$ cat src/rtl/updn_pkg.sv
`timescale 1ns/1ps
package updn_pkg;

    parameter int DEFAULT_WIDTH = 4;

    typedef enum logic [1:0] {
        OP_HOLD = 2'd0,
        OP_LOAD = 2'd1,
        OP_INC  = 2'd2,
        OP_DEC  = 2'd3
    } op_e;

endpackage

$ cat src/rtl/updn_mode_sel.sv
`timescale 1ns/1ps
module updn_mode_sel
    import updn_pkg::*;
(
    input  logic load_n,
    input  logic cnt_en_n,
    input  logic chain_en_n,
    input  logic up,
    output op_e  op
);

    logic step_ok;

    always_comb begin
        step_ok = ~cnt_en_n & ~chain_en_n;
        if (!load_n) begin
            op = OP_LOAD;            // preset has priority
        end else if (step_ok) begin
            op = up ? OP_INC : OP_DEC;
        end else begin
            op = OP_HOLD;
        end
    end

endmodule

$ cat src/rtl/updn_next.sv
`timescale 1ns/1ps
module updn_next
    import updn_pkg::*;
#(
    parameter int WIDTH = DEFAULT_WIDTH
) (
    input  op_e              op,
    input  logic [WIDTH-1:0] cur,
    input  logic [WIDTH-1:0] preset,
    output logic [WIDTH-1:0] nxt
);

    localparam logic [WIDTH-1:0] ONE = WIDTH'(1);

    always_comb begin
        unique case (op)
            OP_LOAD: nxt = preset;
            OP_INC:  nxt = cur + ONE;   // natural wrap at all ones
            OP_DEC:  nxt = cur - ONE;   // natural wrap at zero
            default: nxt = cur;
        endcase
    end

endmodule

$ cat src/rtl/updn_tc_dec.sv
`timescale 1ns/1ps
module updn_tc_dec #(
    parameter int WIDTH = 4
) (
    input  logic [WIDTH-1:0] cur,
    input  logic             up,
    input  logic             chain_en_n,
    output logic             tc_n
);

    localparam logic [WIDTH-1:0] TOP = {WIDTH{1'b1}};

    logic at_top;
    logic at_bottom;
    logic at_end;

    always_comb begin
        at_top    = (cur == TOP);
        at_bottom = (cur == '0);
        at_end    = up ? at_top : at_bottom;
        tc_n      = ~(at_end & ~chain_en_n);
    end

endmodule

$ cat src/rtl/updn_counter.sv
`timescale 1ns/1ps
module updn_counter
    import updn_pkg::*;
#(
    parameter int WIDTH = DEFAULT_WIDTH
) (
    input  logic             clk,
    input  logic             rst_n,
    input  logic             load_n,
    input  logic [WIDTH-1:0] din,
    input  logic             cnt_en_n,
    input  logic             chain_en_n,
    input  logic             up,
    output logic [WIDTH-1:0] q,
    output logic             tc_n
);

    localparam logic [WIDTH-1:0] ALL_ONES = {WIDTH{1'b1}};
    localparam logic [WIDTH-1:0] STEP     = WIDTH'(1);

    typedef struct packed {
        logic [WIDTH-1:0] cnt;
    } state_t;

    state_t           st_d;
    state_t           st_q;
    op_e              op;
    logic [WIDTH-1:0] nxt_cnt;

    updn_mode_sel u_sel (
        .load_n     (load_n),
        .cnt_en_n   (cnt_en_n),
        .chain_en_n (chain_en_n),
        .up         (up),
        .op         (op)
    );

    updn_next #(.WIDTH(WIDTH)) u_next (
        .op     (op),
        .cur    (st_q.cnt),
        .preset (din),
        .nxt    (nxt_cnt)
    );

    updn_tc_dec #(.WIDTH(WIDTH)) u_tc (
        .cur        (st_q.cnt),
        .up         (up),
        .chain_en_n (chain_en_n),
        .tc_n       (tc_n)
    );

    always_comb begin
        st_d = st_q;
        if (!rst_n) begin
            st_d.cnt = '0;
        end else begin
            st_d.cnt = nxt_cnt;
        end
    end

    always_ff @(posedge clk) begin
        st_q <= st_d;
    end

    assign q = st_q.cnt;


    load_takes_din_chk: assert property (@(posedge clk) disable iff (!rst_n)
        !load_n |=> q == $past(din));


    load_beats_count_chk: assert property (@(posedge clk) disable iff (!rst_n)
        (!load_n && !cnt_en_n && !chain_en_n) |=> q == $past(din));


    step_up_chk: assert property (@(posedge clk) disable iff (!rst_n)
        (load_n && !cnt_en_n && !chain_en_n && up) |=> q == $past(q) + STEP);


    step_down_chk: assert property (@(posedge clk) disable iff (!rst_n)
        (load_n && !cnt_en_n && !chain_en_n && !up) |=> q == $past(q) - STEP);


    wrap_up_chk: assert property (@(posedge clk) disable iff (!rst_n)
        (load_n && !cnt_en_n && !chain_en_n && up && q == ALL_ONES) |=> q == '0);


    hold_chk: assert property (@(posedge clk) disable iff (!rst_n)
        (load_n && (cnt_en_n || chain_en_n)) |=> $stable(q));


    tc_gated_chk: assert property (@(posedge clk) disable iff (!rst_n)
        chain_en_n |-> tc_n);


    tc_top_chk: assert property (@(posedge clk) disable iff (!rst_n)
        (!chain_en_n && up && q == ALL_ONES) |-> !tc_n);


    tc_mid_chk: assert property (@(posedge clk) disable iff (!rst_n)
        (q != ALL_ONES && q != '0) |-> tc_n);

endmodule

$ cat config.mk
export PLATFORM = sky130hd
export DESIGN_NAME = updn_counter
export DESIGN_NICKNAME = d
export VERILOG_FILES = /design/src/rtl/updn_pkg.sv /design/src/rtl/updn_mode_sel.sv /design/src/rtl/updn_next.sv /design/src/rtl/updn_tc_dec.sv /design/src/rtl/updn_counter.sv
export SDC_FILE = /design/constraint.sdc
export NUM_CORES = 1
export LEC_CHECK = 0
export BUFFER_PORTS_ARGS = -buffer_cell sky130_fd_sc_hd__buf_2
export CORE_AREA = 2 2 39 41
export CTS_CLUSTER_SIZE = 8
export DETAILED_ROUTE_END_ITERATION = 8
export DIE_AREA = 0 0 41 43
export SYNTH_ARGS = -nofsm -noshare
export SYNTH_HDL_FRONTEND = slang
export SYNTH_SLANG_ARGS = --single-unit
$ cat constraint.sdc
create_clock -name clk -period 2.75 [get_ports clk]
set_input_delay 0.6875 -clock clk [delete_from_list [all_inputs] [get_ports clk]]
set_output_delay 0.6875 -clock clk [all_outputs]
set_load 0.01 [all_outputs]
==> metrics, run 1 <==
die height 43 um; die area 1760 sq um; HP Class reg2reg; Seq/Total Area, Yosys 25.4%; Largest register FFs 4; Pins Over Slew Limit 0; Worst-path clk slew 40 ps; first-pass GRT wire length 1.40 mm; CP max stage delay 430 ps; status finished clean; Max Fclk around 440 MHz; P_leak 0.000200 uW; initial antenna violation count 0; post-synthesis async set-or-reset flop share 0%; core area 1380 sq um; Detail Route Antenna Nets 0; P_sw 57.5 uW; CTS tree done; Worst Min Path Start q[1]; synthesized cell area between 300 and 400 sq um; drt pass-1 iters 5; Syn Area/Cell 8.30 sq um; Sequential Power Share 36.8%; gpl congestion 0.830; Critical Path Most Common Cell buf_2; pwr dens 455 nW/um^2; Worst EP arrival ~1600 ps; Switching Fraction between 20% and 30%; Die X 41 um; commonest non-fill, non-tap cell in the layout buf_2; Synth Flop Type dfxtp_1; Pint 136 uW; final net count between 60 and 70; RSZ-0062 raised after global routing no; max_cap viols 0; EDFF count, synth 0; RR Endpoint q[3]; synth-to-layout area growth 34.5%; syn_nets 49; drc violations 0; Worst Hold Depth 2; diode count 0; Setup crit start kind input pin; vias 357; slew at the pin with the worst max-slew slack 253 ps; Synth Instances 38; Yosys reg bits 4; io pins 15; Comb power frac ~23%; Initial Util a little under a quarter; Synth warnings 0; Port Buf Inserts 14; Via-to-Cell Ratio 5.10; Num Clock Sinks 4; Inserted Clock Buffers 3; drt wl/cell 11.2 um; largest net degree at the start of global routing 14; Final setup viols 0; Clock Path Buffers 2; clk_skew approximately 2.7 ps; worst reg-to-reg setup slack 1290 ps; period utilization 83.5%; Final Hold Fails 0; CP endpoint kind output pin; worst rel slew slack between 80% and 90%; Crit-path slowest cell or4_4; Worst-Skew Late Latency 240 ps; clock power share ~40%; WS Path Type in2out; critical path fanouts, max 5; H-tree levels 1; post-route setup TNS 0 ps; post-layout min period between 2000 and 2500 ps; Post-CTS Repair Setup Buffers 0; share of cells above drive strength 1 35.2%; most frequent cells in the layout buf_2, nand3_1, dfxtp_1; Root Buffer clkbuf_4; FP Rows 14; Max VDD drop between 0.15 and 0.2 mV; number of global-route vias before repair 326; final core occ a little under a third; grt ovf 0; critical-path cell list buf_2, or4_4, mux2i_1, nand2b_1, buf_2; total track usage 12.1%; hold-fix buffer count after cts 0; post-detailed-routing wire length 784 um; Critical Path RT 2060 ps; initial DRC count 10; reg2reg start q[2]; PostCTS Resize Cnt 0; Worst Hold End q[1]; Synth cell types 27; FF-to-FF path depth 3
-- cells in the mapped netlist (2+ instances only) --
| cell type | count | area [sq um] |
|---|---|---|
| nand2_1 | 2 | 7.51 |
| a41oi_1 | 2 | 17.5 |
| nand3_1 | 4 | 20.0 |
| dfxtp_1 | 4 | 80.1 |
| and3b_1 | 2 | 17.5 |
| nor2_1 | 3 | 11.3 |
-- how the worst max path moves through the flow --
stage | slack [ps] | cells after the start | start | endpoint
finish | 450 | 5 | up | tc_n
global route | 430 | 5 | up | tc_n
CTS | 450 | 5 | up | tc_n
detailed placement | 450 | 5 | up | tc_n
global placement | 490 | 8 | chain_en_n | q[2]
floorplan | 670 | 7 | chain_en_n | q[2]
-- metrics by stage --
step / cell area, sq um / total power (uW) / hold slack (ps) / setup slack, ps / cells
2_1_floorplan: 315 / 97.7 / 560 / 675 / 38
3_3_place_gp: 402 / 116 / 552 / 485 / 67
3_5_place_dp: 402 / 117 / 562 / 454 / 67
4_1_cts: 424 / 195 / 568 / 454 / 70
5_1_grt: 424 / 207 / 614 / 428 / 70
6_report: 424 / 193 / 565 / 454 / 70
-- power groups by stage --
stage | Combinational [uW] | Clock (uW) | Sequential (uW)
finish | 44.6 | 77.5 | 71.0
global route | 50.4 | 83.9 | 72.6
CTS | 45.2 | 79.0 | 71.2
detailed placement | 45.0 | 0 | 72.2
global placement | 44.2 | 0 | 72.0
floorplan | 24.5 | 0 | 73.2
-- per-layer routing --
| metal | vias up | wire [um] | global-route usage [%] |
|---|---|---|---|
| met5 | - | 0 | 0 |
| met1 | 159 | 353 | 15.8 |
| met4 | 0 | 29 | 10.0 |
| met2 | 14 | 336 | 15.6 |
| met3 | 4 | 65 | 3.66 |
| li1 | 180 | - | - |
-- area by class of cell --
class | count | area, sq um
Inverter | 1 | 3.75
Clock buffer | 3 | 22.5
Sequential cell | 4 | 80.1
Tap cell | 16 | 20.0
Multi-Input combinational cell | 32 | 228
Fill cell | 146 | 960
Timing Repair Buffer | 14 | 70.1
-- kinds of logic after synthesis --
logic type	after synthesis	share of synthesized area [%]
AO/OA/AOI/OAI	6	17.1
XOR/XNOR	2	5.56
adder cells (fa/ha/maj)	1	3.97
buffers and inverters	2	2.38
flip-flops	4	25.4
multiplexers	1	3.17
AND/OR/NAND/NOR	22	42.5
-- critical path: cells and delay by family --
family,cells,cell delay [ps]
buffers and inverters,2,260
AND/OR/NAND/NOR,2,500
multiplexers,1,160
(Power assumes the default switching activity.)
==> run 2: changes to the inputs <==
==> constraint.sdc (replaced) <==
create_clock -name clk -period 2.1 [get_ports clk]
set_input_delay 0.525 -clock clk [delete_from_list [all_inputs] [get_ports clk]]
set_output_delay 0.525 -clock clk [all_outputs]
set_load 0.01 [all_outputs]
==> run 2 against run 1 <==
  * Sequential power is 33% higher
  * Sequential share of layout area shrank 0.18 points
  * Worst setup slack worse by 350 ps
  * First-iteration DRC count down 80%
  * Clock skew about the same
  * Cell count grew 2.9%
  * Highest routed layer unchanged
  * Critical path type is now reg2out
  * Combinational power is 37% higher
  * Critical path depth decreased by 1
  * Via count is 0.56% higher
  * Utilization up 1.3 points
==> metrics, run 2 (same netlist as run 1, synthesis figures left out) <==
Critical Path RT between 1500 and 2000 ps; FP Rows 14; Final Hold Fails 0; area of placed instances 417 sq um; final core occ 31.9%; Inserted Clock Buffers 3; Root Buffer clkbuf_4; max_cap viols 0; CP endpoint kind output pin; WS Path Type reg2out; Initial Util a little under a quarter; Worst-path clk slew 40 ps; critical path fanouts, max 6; Largest register FFs 4; post-route cell area roughly 440 sq um; Worst Hold Depth 3; Max VDD drop 0.213 mV; most frequent cells in the layout buf_2, nand3_1, nor2_1, clkbuf_4; worst rel slew slack just over 80%; grt ovf 0; critical-path cell list or4_4, mux2i_1, nand2b_1, buf_2; first-pass GRT wire length 1.43 mm; largest net degree at the start of global routing 13; clk_skew 2.65 ps; vias around 360; DP HPWL 614 um; diode count 0; core area around 1400 sq um; pwr dens 581 nW/um^2; Port Buf Inserts 14; Final Hold Slack 553 ps; post-route setup TNS 0 ps; slew at the pin with the worst max-slew slack 270 ps; Detail Route Antenna Nets 0; Fill cells 157; share of cells above drive strength 1 between 40% and 50%; post-detailed-routing wire length 816 um; period utilization a little over nine tenths; Setup crit start kind register; Worst-Skew Late Latency about 240 ps; final net count 69; CTS tree done; initial antenna violation count 0; Via-to-Cell Ratio 4.99; H-tree levels 1; Pins Over Slew Limit 0; number of global-route vias before repair 341; Crit-path slowest cell or4_4; gpl congestion about 0.8; die area 1760 sq um; HP Class in2reg; Final WS setup roughly 100 ps; die height around 43 um; drt pass-1 iters 2; drt wl/cell 11.3 um; Die X about 40 um; pre-CTS WS 68.7 ps; RSZ-0062 raised after global routing no; P_leak 0.000209 uW; Worst EP arrival 1470 ps; status finished clean; initial DRC count 2; synth-to-layout area growth 40.1%; Final setup viols 0; total track usage between 10% and 20%; drc violations 0; FF-to-FF path depth 3; Max Fclk 500 MHz; Num Clock Sinks 4; commonest non-fill, non-tap cell in the layout buf_2; CP max stage delay roughly 540 ps; post-layout min period approximately 2000 ps; io pins 15; Clock Path Buffers 2
-- run 2: timing repair --
item	in CTS	in global routing
buffers inserted	0	0
setup endpoints to repair	0	1
hold buffers	0	0
resized for setup	0	2
-- run 2: report_power, final --
group	internal [uW]	switching, uW	total [uW]
Sequential	84.0	10.2	94.3
Combinational	32.3	28.9	61.2
Clock	64.3	37.0	101
-- run 2: worst max-delay path, delay by kind of cell (launching register included) --
| kind | cells | cell delay, ps |
|---|---|---|
| buffers and inverters | 1 | 130 |
| flip-flops | 1 | 340 |
| multiplexers | 1 | 150 |
| AND/OR/NAND/NOR | 2 | 610 |
-- run 2: area by class of cell --
class | instances | area (sq um) | area share [%]
inverters | 1 | 3.75 | 0.850
repair buffers | 16 | 85.1 | 19.3
flip-flops and latches | 4 | 82.6 | 18.7
clock buffers | 3 | 22.5 | 5.10
multi-input cells | 32 | 228 | 51.6
well taps | 16 | 20.0 | 4.53
-- run 2: metrics by stage --
stage / total power (uW) / instances
after global placement: 156 / 69
after CTS: 255 / 72
final: 257 / 72
after detailed placement: 156 / 69
after floorplan: 128 / 38
after global routing: 271 / 72
-- run 2: metal layers --
layer	vias to the layer above	GRT usage (%)	part of all wire [%]
li1	184	-	-
met1	161	17.0	48
met2	12	15.6	43
met3	2	3.14	6.7
met4	0	6.00	1.7
met5	-	0	0
-- run 2: worst paths after layout --
kind              slack [ps]    to  startpoint
setup / recovery         100  tc_n        q[2]
hold / removal           550  q[0]      din[0]
setup reg to reg         670  q[3]        q[2]
hold reg to reg          570  q[2]        q[2]
==> run 3: changes to the inputs <==
--- a/config.mk
+++ b/config.mk
@@ -5,11 +5,12 @@
 export SDC_FILE = /design/constraint.sdc
 export NUM_CORES = 1
 export LEC_CHECK = 0
-export BUFFER_PORTS_ARGS = -buffer_cell sky130_fd_sc_hd__buf_2
+export BUFFER_PORTS_ARGS = -buffer_cell sky130_fd_sc_hd__clkbuf_2
 export CORE_AREA = 2 2 39 41
-export CTS_CLUSTER_SIZE = 8
+export CTS_CLUSTER_SIZE = 12
 export DETAILED_ROUTE_END_ITERATION = 8
 export DIE_AREA = 0 0 41 43
+export REMOVE_ABC_BUFFERS = 1
 export SYNTH_ARGS = -nofsm -noshare
 export SYNTH_HDL_FRONTEND = slang
 export SYNTH_SLANG_ARGS = --single-unit
==> run 3 against run 2 <==
  * Worst hold slack worse by 16 ps
  * Non-clock buffer count unchanged
  * Largest cell class unchanged
  * Critical path type unchanged
  * First-iteration DRC count up 50%
  * Power down 0.45%
  * Final area unchanged
  * Count of clock-buffer cells in the layout unchanged
  * Largest power group unchanged
  * Flip-flop and latch count unchanged
==> metrics, run 3 (same netlist as run 1, synthesis figures left out) <==
status finished clean; Die X just over 40 um; largest net degree at the start of global routing 13; Detail Route Antenna Nets 0; commonest non-fill, non-tap cell in the layout clkbuf_2; Max Fclk around 500 MHz; vias 351; drt pass-1 iters 4; post-route cell area 442 sq um; P_leak between 0.0002 and 0.00025 uW; max_cap viols 0; H-tree levels 1; Worst Min Path Start din[0]; post-detailed-routing wire length 778 um; Inserted Clock Buffers 3; RSZ-0062 raised after global routing no; Num Clock Sinks 4; post-layout min period 1990 ps; slew at the pin with the worst max-slew slack 301 ps; Pins Over Slew Limit 0; die area 1760 sq um; CTS tree done; die height 43 um; Final Hold Fails 0; CP endpoint kind output pin; area taken by flip-flops and latches 82.6 sq um; number of global-route vias before repair 330; core area around 1400 sq um; Port Buf Inserts 14; final core occ 31.9%; io pins 15; drt wl/cell ~11 um; drc violations 0; Worst-Skew Late Latency 240 ps; synth-to-layout area growth 40.1%; final net count between 60 and 70; HP Class in2reg; post-route setup TNS 0 ps; Critical Path RT approximately 1600 ps; Root Buffer clkbuf_4; diode count 0; period utilization 94.5%; DP HPWL 599 um; Final setup viols 0; gpl congestion 0.735; worst rel slew slack 79.9%; total track usage 11.6%; grt ovf 0; reg2reg start q[2]; share of cells above drive strength 1 between 40% and 50%; Critical Path Start q[2]; initial antenna violation count 0; FP Rows 14; critical path fanouts, max 6; Fill cells ~150; Max VDD drop 0.242 mV; Largest register FFs 4; pwr dens roughly 580 nW/um^2; most frequent cells in the layout clkbuf_2, nand3_1, nor2_1, clkbuf_4; clk_skew 1.67 ps; Via-to-Cell Ratio ~5; Worst EP arrival 1460 ps; Clock Path Buffers 2; multi-input combinational cell area 228 sq um; Setup crit start kind register; initial DRC count 3; Post-CTS Repair Setup Buffers 0; area of placed instances 417 sq um; Initial Util 22.8%; WS Path Type reg2out; Worst-path clk slew ~40 ps; first-pass GRT wire length 1.32 mm
-- run 3: cell types whose count changed in the layout (fill, tap and decap cells not counted), sizes merged --
cell	delta
buf	-14
clkbuf	+14
-- run 3: routing by layer --
metal / part of all wire (%) / GRT usage, % / vias to the layer above
li1: - / - / 184
met1: 50 / 13.8 / 151
met2: 39 / 15.3 / 12
met3: 6.7 / 3.14 / 4
met4: 4.1 / 12.0 / 0
met5: 0 / 0 / -
-- run 3: critical path: stages (launching register included) --
cell and delay [ps]:
dfxtp_2 330, or4_4 540, mux2i_1 160, nand2b_1 70, clkbuf_2 120
-- run 3: layout make-up --
type	instances	area share, %
Tap cell	16	4.53
Inverter	1	0.850
Clock buffer	3	5.10
Multi-Input combinational cell	32	51.6
Sequential cell	4	18.7
Timing Repair Buffer	16	19.3
-- run 3: stage by stage --
step / worst slack, ps / hold slack, ps / total power, uW / cells
after floorplan: 187 / 560 / 126 / 37
after global placement: 49.8 / 561 / 155 / 69
after detailed placement: 57.6 / 555 / 155 / 69
after CTS: 69.9 / 539 / 259 / 72
after global routing: 16.3 / 547 / 271 / 72
final: 115 / 537 / 256 / 72
-- run 3: power by group --
part           switching (uW)  internal (uW)  total [uW]
clock network            36.3           64.3         101
registers                9.89           84.0        93.9
logic                    28.9           32.2        61.1
-- run 3: final timing paths --
kind | depth (start not counted) | slack, ps | to
setup / recovery | 4 | 110 | tc_n
hold / removal | 3 | 540 | q[0]
setup reg to reg | 3 | 680 | q[3]
hold reg to reg | 2 | 550 | q[2]
-- run 3: repair_timing --
action | in CTS | in global routing
gates resized for setup | 0 | 2
hold buffers | 0 | 0
setup endpoints to repair | 0 | 1
